--- config.mk ---
export PLATFORM = sky130hd
export DESIGN_NAME = aq_pwm_top
export DESIGN_NICKNAME = d
export VERILOG_FILES = /design/src/rtl/aq_pkg.sv /design/src/rtl/aq_cmp_unit.sv /design/src/rtl/aq_force_ctrl.sv /design/src/rtl/aq_channel.sv /design/src/rtl/aq_pwm_top.sv
export SDC_FILE = /design/constraint.sdc
export NUM_CORES = 1
export LEC_CHECK = 0
export ABC_AREA = 1
export CAP_MARGIN = 5
export CORE_ASPECT_RATIO = 0.5
export CORE_MARGIN = 2
export CORE_UTILIZATION = 44
export CTS_BUF_LIST = sky130_fd_sc_hd__clkbuf_8 sky130_fd_sc_hd__clkbuf_16
export CTS_CLUSTER_SIZE = 24
export DETAILED_ROUTE_END_ITERATION = 6
export GPL_ROUTABILITY_DRIVEN = 0
export PLACE_DENSITY = 0.79
export SLEW_MARGIN = 20
export SYNTH_ARGS = -nofsm -noshare
export SYNTH_HDL_FRONTEND = slang
export SYNTH_SLANG_ARGS = --single-unit
--- constraint.sdc ---
create_clock -name clk -period 1.4 [get_ports clk]
set_input_delay 0.28 -clock clk [delete_from_list [all_inputs] [get_ports clk]]
set_output_delay 0.28 -clock clk [all_outputs]
set_load 0.005 [all_outputs]
--- src/rtl/aq_pkg.sv ---
package aq_pkg;

    localparam int ACT_W    = 10;
    localparam int FRC_BITS = 2;
    localparam int NUM_OUT  = 2;

    typedef enum logic [1:0] {
        ACT_NONE   = 2'b00,
        ACT_LOW    = 2'b01,
        ACT_HIGH   = 2'b10,
        ACT_TOGGLE = 2'b11
    } act_e;

    typedef enum logic [1:0] {
        FRC_NONE = 2'b00,
        FRC_LOW  = 2'b01,
        FRC_HIGH = 2'b10,
        FRC_OFF  = 2'b11
    } frc_e;

    typedef enum logic [1:0] {
        RLD_ZERO = 2'b00,
        RLD_PRD  = 2'b01,
        RLD_BOTH = 2'b10,
        RLD_NOW  = 2'b11
    } rld_e;

    typedef enum logic {
        LVL_LOW  = 1'b0,
        LVL_HIGH = 1'b1
    } lvl_e;

    typedef struct packed {
        logic cbu;
        logic cau;
        logic prd;
        logic zro;
    } evt_t;

    // Highest-priority event wins, even when its code is ACT_NONE.
    function automatic act_e pick_action(input logic [ACT_W-1:0] word,
                                         input evt_t ev);
        act_e res;
        if (ev.cbu)      res = act_e'(word[9:8]);
        else if (ev.cau) res = act_e'(word[5:4]);
        else if (ev.prd) res = act_e'(word[3:2]);
        else if (ev.zro) res = act_e'(word[1:0]);
        else             res = ACT_NONE;
        return res;
    endfunction

endpackage

--- src/rtl/aq_cmp_unit.sv ---
module aq_cmp_unit #(
    parameter int CTR_W = 16
) (
    input  logic             clk,
    input  logic             rst_n,
    input  logic [CTR_W-1:0] ctr_val_i,
    input  logic             ctr_up_i,
    input  logic             wr_i,
    input  logic [CTR_W-1:0] wr_data_i,
    output logic             hit_o
);

    logic [CTR_W-1:0] cmp_q;

    always_ff @(posedge clk or negedge rst_n) begin
        if (!rst_n)    cmp_q <= '0;
        else if (wr_i) cmp_q <= wr_data_i;
    end

    always_comb begin
        hit_o = ctr_up_i && (ctr_val_i == cmp_q);
    end

endmodule

--- src/rtl/aq_force_ctrl.sv ---
module aq_force_ctrl #(
    parameter  int NUM_OUT = 2,
    localparam int FRC_W   = aq_pkg::FRC_BITS * NUM_OUT
) (
    input  logic             clk,
    input  logic             rst_n,
    input  logic             evt_zero_i,
    input  logic             evt_period_i,
    input  logic             frc_wr_i,
    input  logic [FRC_W-1:0] frc_data_i,
    input  logic             rld_wr_i,
    input  logic [1:0]       rld_data_i,
    output logic [FRC_W-1:0] frc_act_o,
    output logic [1:0]       rld_sel_o
);
    import aq_pkg::*;

    rld_e             rld_q;
    logic [FRC_W-1:0] shadow_q, shadow_d;
    logic [FRC_W-1:0] active_q, active_d;
    logic             load;

    always_ff @(posedge clk or negedge rst_n) begin
        if (!rst_n)        rld_q <= RLD_ZERO;
        else if (rld_wr_i) rld_q <= rld_e'(rld_data_i);
    end

    always_comb begin
        shadow_d = frc_wr_i ? frc_data_i : shadow_q;
        unique case (rld_q)
            RLD_ZERO: load = evt_zero_i;
            RLD_PRD:  load = evt_period_i;
            RLD_BOTH: load = evt_zero_i | evt_period_i;
            RLD_NOW:  load = 1'b1;
            default:  load = 1'b0;
        endcase
        active_d = load ? shadow_d : active_q;
    end

    always_ff @(posedge clk or negedge rst_n) begin
        if (!rst_n) begin
            shadow_q <= '0;
            active_q <= '0;
        end else begin
            shadow_q <= shadow_d;
            active_q <= active_d;
        end
    end

    assign frc_act_o = active_q;
    assign rld_sel_o = rld_q;

endmodule

--- src/rtl/aq_channel.sv ---
module aq_channel #(
    parameter int ACT_W = aq_pkg::ACT_W
) (
    input  logic              clk,
    input  logic              rst_n,
    input  logic              wr_i,
    input  logic [ACT_W-1:0]  wr_data_i,
    input  aq_pkg::evt_t      evt_i,
    input  logic [1:0]        frc_i,
    output logic              pwm_o
);
    import aq_pkg::*;

    logic [ACT_W-1:0] word_q;
    lvl_e             state_q, state_d;
    act_e             act_sel;

    always_ff @(posedge clk or negedge rst_n) begin
        if (!rst_n)    word_q <= '0;
        else if (wr_i) word_q <= wr_data_i;
    end

    // state register
    always_ff @(posedge clk or negedge rst_n) begin
        if (!rst_n) state_q <= LVL_LOW;
        else        state_q <= state_d;
    end

    // next state: force first, then the winning action
    always_comb begin
        act_sel = pick_action(word_q, evt_i);
        state_d = state_q;
        unique case (state_q)
            LVL_LOW: begin
                if (frc_i == FRC_HIGH)
                    state_d = LVL_HIGH;
                else if (frc_i == FRC_LOW)
                    state_d = LVL_LOW;
                else if (act_sel == ACT_HIGH || act_sel == ACT_TOGGLE)
                    state_d = LVL_HIGH;
            end
            LVL_HIGH: begin
                if (frc_i == FRC_LOW)
                    state_d = LVL_LOW;
                else if (frc_i == FRC_HIGH)
                    state_d = LVL_HIGH;
                else if (act_sel == ACT_LOW || act_sel == ACT_TOGGLE)
                    state_d = LVL_LOW;
            end
            default: state_d = LVL_LOW;
        endcase
    end

    // outputs
    always_comb begin
        pwm_o = (state_q == LVL_HIGH);
    end

endmodule

--- src/rtl/aq_pwm_top.sv ---
module aq_pwm_top #(
    parameter int CTR_W = 16
) (
    input  logic                     clk,
    input  logic                     rst_n,
    input  logic [CTR_W-1:0]         ctr_val,
    input  logic                     ctr_up,
    input  logic                     evt_zero,
    input  logic                     evt_period,
    input  logic                     cmpa_wr,
    input  logic [CTR_W-1:0]         cmpa_data,
    input  logic                     cmpb_wr,
    input  logic [CTR_W-1:0]         cmpb_data,
    input  logic                     acta_wr,
    input  logic [aq_pkg::ACT_W-1:0] acta_data,
    input  logic                     actb_wr,
    input  logic [aq_pkg::ACT_W-1:0] actb_data,
    input  logic                     frc_wr,
    input  logic [3:0]               frc_data,
    input  logic                     rld_wr,
    input  logic [1:0]               rld_data,
    output logic                     pwm_a,
    output logic                     pwm_b
);
    import aq_pkg::*;

    localparam int FRC_W = FRC_BITS * NUM_OUT;

    logic [NUM_OUT-1:0]     cmp_hit;
    logic [NUM_OUT-1:0]     cmp_wr;
    logic [CTR_W-1:0]       cmp_data [NUM_OUT];
    logic [NUM_OUT-1:0]     act_wr;
    logic [ACT_W-1:0]       act_data [NUM_OUT];
    logic [NUM_OUT-1:0]     pwm;
    logic [FRC_W-1:0]       force_act;
    logic [1:0]             rld_sel_q;
    evt_t                   evt;

    always_comb begin
        cmp_wr      = {cmpb_wr, cmpa_wr};
        cmp_data[0] = cmpa_data;
        cmp_data[1] = cmpb_data;
        act_wr      = {actb_wr, acta_wr};
        act_data[0] = acta_data;
        act_data[1] = actb_data;
        evt.zro     = evt_zero;
        evt.prd     = evt_period;
        evt.cau     = cmp_hit[0];
        evt.cbu     = cmp_hit[1];
    end

    for (genvar g = 0; g < NUM_OUT; g++) begin : g_out
        aq_cmp_unit #(.CTR_W(CTR_W)) u_cmp (
            .clk       (clk),
            .rst_n     (rst_n),
            .ctr_val_i (ctr_val),
            .ctr_up_i  (ctr_up),
            .wr_i      (cmp_wr[g]),
            .wr_data_i (cmp_data[g]),
            .hit_o     (cmp_hit[g])
        );

        aq_channel #(.ACT_W(ACT_W)) u_chan (
            .clk       (clk),
            .rst_n     (rst_n),
            .wr_i      (act_wr[g]),
            .wr_data_i (act_data[g]),
            .evt_i     (evt),
            .frc_i     (force_act[FRC_BITS*g +: FRC_BITS]),
            .pwm_o     (pwm[g])
        );
    end

    aq_force_ctrl #(.NUM_OUT(NUM_OUT)) u_frc (
        .clk          (clk),
        .rst_n        (rst_n),
        .evt_zero_i   (evt_zero),
        .evt_period_i (evt_period),
        .frc_wr_i     (frc_wr),
        .frc_data_i   (frc_data),
        .rld_wr_i     (rld_wr),
        .rld_data_i   (rld_data),
        .frc_act_o    (force_act),
        .rld_sel_o    (rld_sel_q)
    );

    assign pwm_a = pwm[0];
    assign pwm_b = pwm[1];

endmodule

[Word-level counts from Yosys, hierarchy flattened]
Cells that the tools add are included.
Storage, ports and cells
  register bits: 64
  input bits: 85
  output and inout bits: 2
Operators by class
  eq/ne operators: 15
  mux-type cells: 24
  reduce and logical (&&, ||, !) cells: 7
  bitwise operators: 3
Operator list (count)
  $eq A16 B16 Y1: 2
  $eq A2 B2 Y1 const B: 8
  $mux W2: 8
  $mux W1: 12
  $eq A2 B1 Y1 const B: 5
  $logic_or A1 B1 Y1: 4
  $mux W4: 1
  $pmux W1 S2: 2
  $pmux W1 S4: 1
  $logic_and A1 B1 Y1: 2
  $logic_not A2 Y1: 1
  $not A1 Y1: 2
  $or A1 B1 Y1: 1

[Longest topological paths before layout]
  depth in word-level cells: 10
  mapped depth: 13

[By module]
A second synthesis with hierarchy kept.
Unflattened totals
  cell total of the unflattened synthesis: 369
  area total of the unflattened synthesis: 3011.6 µm²
By module, submodules not included
  aq_cmp_unit: seq. area each 400.4 µm², cells each 112, area an instance 852.1 µm², times used 2
  aq_channel: seq. area each 225.2 µm², cells each 50, area an instance 449.2 µm², times used 2
  aq_force_ctrl: seq. area each 250.2 µm², cells each 45, area an instance 409.1 µm², times used 1

[Worst setup path after synthesis]
No wires, ideal clock.
  kind: register to register
  start point: register g_out[1].u_cmp.cmp_q[13]
  end point: register g_out[0].u_chan.state_q
  setup slack: 0.061 ns
  period minus slack after synthesis: 1.339 ns
  path buffers: 0
  data arrival time: 1.223 ns
  stages on the path, launching flop included: 12
  setup time: 0.116 ns
  data required time: 1.284 ns
  cells stage by stage: dfrtp_1 > nand2_2 > nand2_1 > or2_4 > nor2_4 > nand3_4 > nor2_1 > nor2_1 > nand2_1 > nand2_1 > nand2_1 > nand2_1
On the way
  longest elaborated chain between the ends: 9
RTL lines
  start, declared: RTL line aq_cmp_unit.sv:13  | logic [CTR_W-1:0] cmp_q;
  start signal, assigned: RTL line aq_cmp_unit.sv:17  | else if (wr_i) cmp_q <= wr_data_i;
  $eq A16 B16 Y1 (*): RTL line aq_cmp_unit.sv:21  | hit_o = ctr_up_i && (ctr_val_i == cmp_q);
  $logic_and A1 B1 Y1 (*): RTL line aq_cmp_unit.sv:21
  $mux W2 (*): RTL line aq_pkg.sv:44  | if (ev.cbu) res = act_e'(word[9:8]);
  $eq A2 B1 Y1, or another cell as far along: RTL line aq_channel.sv:47  | else if (act_sel == ACT_LOW || act_sel == ACT_TOGGLE)
  $logic_or A1 B1 Y1 (on tied branches): RTL line aq_channel.sv:47, aq_channel.sv:39
  $mux W1 (on tied branches): RTL line aq_channel.sv:47, aq_channel.sv:39
  $mux W1 (on tied branches): RTL line aq_channel.sv:45, aq_channel.sv:37
  $mux W1 (on tied branches): RTL line aq_channel.sv:43, aq_channel.sv:35
  $pmux W1 S2 (*): RTL line aq_channel.sv:33  | unique case (state_q)
  named net g_out[0].u_chan.state_d: RTL line aq_channel.sv:15  | lvl_e state_q, state_d;
  end signal, assigned: RTL line aq_channel.sv:26  | else state_q <= state_d;
  end, declared: RTL line aq_channel.sv:15
The timed path passes the listed nets; every way through them passes the cells marked *.
A chain may end at the register's enable or synchronous reset.

[Worst setup path after layout]
  start point: input ctr_up
  end point: register g_out[0].u_chan.state_q
On the way
  longest elaborated chain between the ends: 9
RTL lines
  start, declared: RTL line aq_pwm_top.sv:7  | input logic ctr_up,
  $logic_and A1 B1 Y1: RTL line aq_cmp_unit.sv:21
  $mux W2: RTL line aq_pkg.sv:45  | else if (ev.cau) res = act_e'(word[5:4]);
  $mux W2 (*): RTL line aq_pkg.sv:44
  $eq A2 B1 Y1, or another cell as far along: RTL line aq_channel.sv:47
  $logic_or A1 B1 Y1 (on tied branches): RTL line aq_channel.sv:47, aq_channel.sv:39
  $mux W1 (on tied branches): RTL line aq_channel.sv:47, aq_channel.sv:39
  $mux W1 (on tied branches): RTL line aq_channel.sv:45, aq_channel.sv:37
  $mux W1 (on tied branches): RTL line aq_channel.sv:43, aq_channel.sv:35
  $pmux W1 S2 (*): RTL line aq_channel.sv:33
  named net g_out[0].u_chan.state_d: RTL line aq_channel.sv:15
Marked as above.

==> impl_metrics.env <==
export IMPL_grt_max_degree=61
export IMPL_vdd_drop_max_mv=0.6805
export IMPL_gr_total_overflow=0
export IMPL_nets=640
export IMPL_fmax_ghz=0.6373
export IMPL_reg2reg_to="g_out[0].u_chan.pwm_o"
export IMPL_ctsRootBufferMaster="clkbuf_16"
export IMPL_hpwl_um=6539
export IMPL_grt_usage_pct=23.46
export IMPL_ant_nets=0
export IMPL_dieArea_um2=8059
export IMPL_power_total_mw=5.642
export IMPL_routed_wirelength_um=9195
export IMPL_path_max_fanout=3
export IMPL_min_period_ns=1.569
export IMPL_worstHoldEndpoint="u_frc.frc_act_o[1]"
export IMPL_grt_pass1_wl_um=14530
export IMPL_num_antenna_cells=0
export IMPL_grtUsageMet1_pct=27.51
export IMPL_synth_cells=417
export IMPL_cts_tree="done"
export IMPL_synth_area_leaders="dfrtp_1 47%, nand2_1 16%, mux2_2 7.3%, inv_1 6.9%, o21ai_0 5.8%"
export IMPL_via_per_inst=4.865
export IMPL_numCtsBuffers=9
export IMPL_synth_edff_count=0
export IMPL_drt_iter0_drc=147
export IMPL_end_kind="flop"
export IMPL_rrSetupSlack_ns=-0.17
export IMPL_synth_commonest_cells="141 x nand2_1, 60 x dfrtp_1, 59 x inv_1"
export IMPL_final_cells=652
export IMPL_die_h_um=64.49
export IMPL_hold_violations=0
export IMPL_placed_area_um2=4441
export IMPL_setup_ws_ns=-0.1690
export IMPL_grt_use_met3_pct=5.945
export IMPL_start_util_pct=46.76
export IMPL_dr_pass1_iters=5
export IMPL_final_cell_area_um2=4959
export IMPL_clock_skew_final_ns=0.004622
export IMPL_grt_use_met2_pct=41.10
export IMPL_remaining_drc_errors=0
export IMPL_finalCritPeriodShare_pct=112.1
export IMPL_cts_buffer_depth=2
export IMPL_maxSlewViolCount=0
export IMPL_die_w_um=125.0
export IMPL_powerDensity_nw_per_um2=1138
export IMPL_synthFlopType="dfrtp_1"
export IMPL_r2r_cells=13
export IMPL_clk_latency_ns=0.34
export IMPL_rows=21
export IMPL_utilization_pct=72.03
export IMPL_ys_seq_area_share_pct=46.64
export IMPL_async_flop_share_pct=100.0
export IMPL_antenna_found_initial=0
export IMPL_path_class="input port to flop"
export IMPL_num_io_pins=87
export IMPL_synth_top_area_share_pct=46.64
export IMPL_port_buffers=82
export IMPL_power_leakage_nw=2.495
export IMPL_syn_area_um2=3219
export IMPL_hold_depth=4
export IMPL_synth_cell_types=30
export IMPL_arrival_ns=1.80
export IMPL_min_from="evt_period"
export IMPL_rsz0062_at_grt="yes"
export IMPL_hp_class="input port to flop"
export IMPL_cp_required_ns=1.63
export IMPL_maxCapViolations=0
export IMPL_synth_seq_cells=60
export IMPL_report_final_setup_viol=2
export IMPL_drive_above_1_share_pct=23.75
export IMPL_vias=3172
export IMPL_relSlewSlack_pct=77.13
export IMPL_dp_cells=624
export IMPL_synth_most_common_cell="nand2_1"
export IMPL_avgSynthCellArea_um2=7.720
export IMPL_startpoint_type="input port"
export IMPL_rr_startpoint="g_out[0].u_cmp.cmp_q[10]"
export IMPL_grt_pass1_vias=3148
export IMPL_grt_busiest_layer="met2"
export IMPL_core_um2=6884
export IMPL_status="finished with violations"
export IMPL_areaGrowthSynthToFinish_pct=54.02
export IMPL_ys_warn_count=0
export IMPL_worst_pin_slew_ns=0.3401
export IMPL_wl_per_cell_um=14.10
export IMPL_post_synth_top_area_cell="dfrtp_1"
export IMPL_totalNegativeSetupSlack_ns=-0.3230
export IMPL_violations="negative setup slack"
export IMPL_path_clk_slew_ns=0.05
export IMPL_synth_fp_nets=502
export IMPL_cts_sinks=60
export IMPL_htreeDepth=3
## worst max-delay path: stages
cell             delay (ns)
clkdlybuf4s50_1        0.51
inv_2                  0.07
a21oi_2                0.17
nand3b_4               0.10
nor2_4                 0.16
nand3_4                0.12
nand2_1                0.09
nand3_1                0.07
nand2_1                0.08
nand2_1                0.05
nand2_1                0.05
nand2_1                0.04
## registers in the layout (all words and copies together), names as in the netlist
name and count:
g_out.u_cmp.cmp_q 32, g_out.u_chan.word_q 16, u_frc.frc_act_o 4, u_frc.shadow_q 4, g_out.u_chan.pwm_o 2, u_frc.rld_sel_o 2
## placed cells by master (no fill, tap or decap), types with 2 or more instances in the layout
cell	synthesis	final
nand2_2	1	13
mux2_2	21	21
clkbuf_16	0	9
inv_1	59	55
nor2_2	3	4
nand3_4	1	2
bufinv_16	0	2
nor2_4	2	7
nor2_1	36	30
nand4_1	12	12
xnor2_1	5	3
o22ai_1	3	3
dlymetal6s2s_1	0	2
inv_2	3	9
xnor2_2	0	2
nand2_1	141	129
nand3_2	1	3
dlygate4sd2_1	0	17
a21oi_2	0	2
clkdlybuf4s50_1	0	62
nand3_1	10	7
buf_6	0	2
buf_4	0	49
dfrtp_1	60	60
o21ai_0	37	37
## stage by stage
step	hold WS, ns	setup slack, ns
floorplan	-0.01559	0.06077
global placement	0.3068	-0.5257
detailed placement	0.3086	-0.6528
CTS	0.4917	-0.1366
global route	0.4321	-0.2707
finish	0.3673	-0.1690
## repair_timing
item                                   4_1_cts  5_1_grt
endpoints found under the hold margin       60        0
hold buffers                                 1        0
resized for setup                           32       26
buffers inserted                             8        3
setup endpoints to repair                    4        5
pin swaps                                   13       20
## where the power goes
group	switching [mW]	internal, mW
logic	0.608	0.622
registers	0.112	1.93
clock network	0.781	1.59
total	1.50	4.14
## area by class of cell
cell class | count | area [µm²]
fillers | 537 | 1926
multi-input cells | 287 | 1570
flip-flops and latches | 60 | 1501
repair buffers | 135 | 1220
clock buffers | 10 | 239.0
inverters | 62 | 232.7
well taps | 92 | 115.1
clock inverters | 6 | 80.08
## how the worst max path moves through the flow
stage                             startpoint               endpoint  slack [ns]  depth (start not counted)
detailed placement                ctr_val[2]  g_out[0].u_chan.pwm_o       -0.65                         11
global placement                  ctr_val[3]  g_out[0].u_chan.pwm_o       -0.53                         14
CTS                 g_out[1].u_cmp.cmp_q[10]  g_out[0].u_chan.pwm_o       -0.14                         11
finish                                ctr_up  g_out[0].u_chan.pwm_o       -0.17                         12
floorplan           g_out[1].u_cmp.cmp_q[13]  g_out[0].u_chan.pwm_o        0.06                         11
global route        g_out[0].u_cmp.cmp_q[10]  g_out[1].u_chan.pwm_o       -0.27                         13
## cell families after synthesis
logic type | count (synthesis) | share of synthesized area [%]
AO/OA/AOI/OAI | 47 | 7.657
XOR/XNOR | 6 | 1.632
buffers and inverters | 70 | 8.162
flip-flops | 60 | 46.64
multiplexers | 21 | 7.346
AND/OR/NAND/NOR | 213 | 28.57
## layer usage
layer  part of all wire, %  routed length, µm
met1                    43               3934
met4                   1.8                162
met2                    50               4577
met5                     0                  0
met3                   5.7                521
Power figures use the tool's default switching activity.
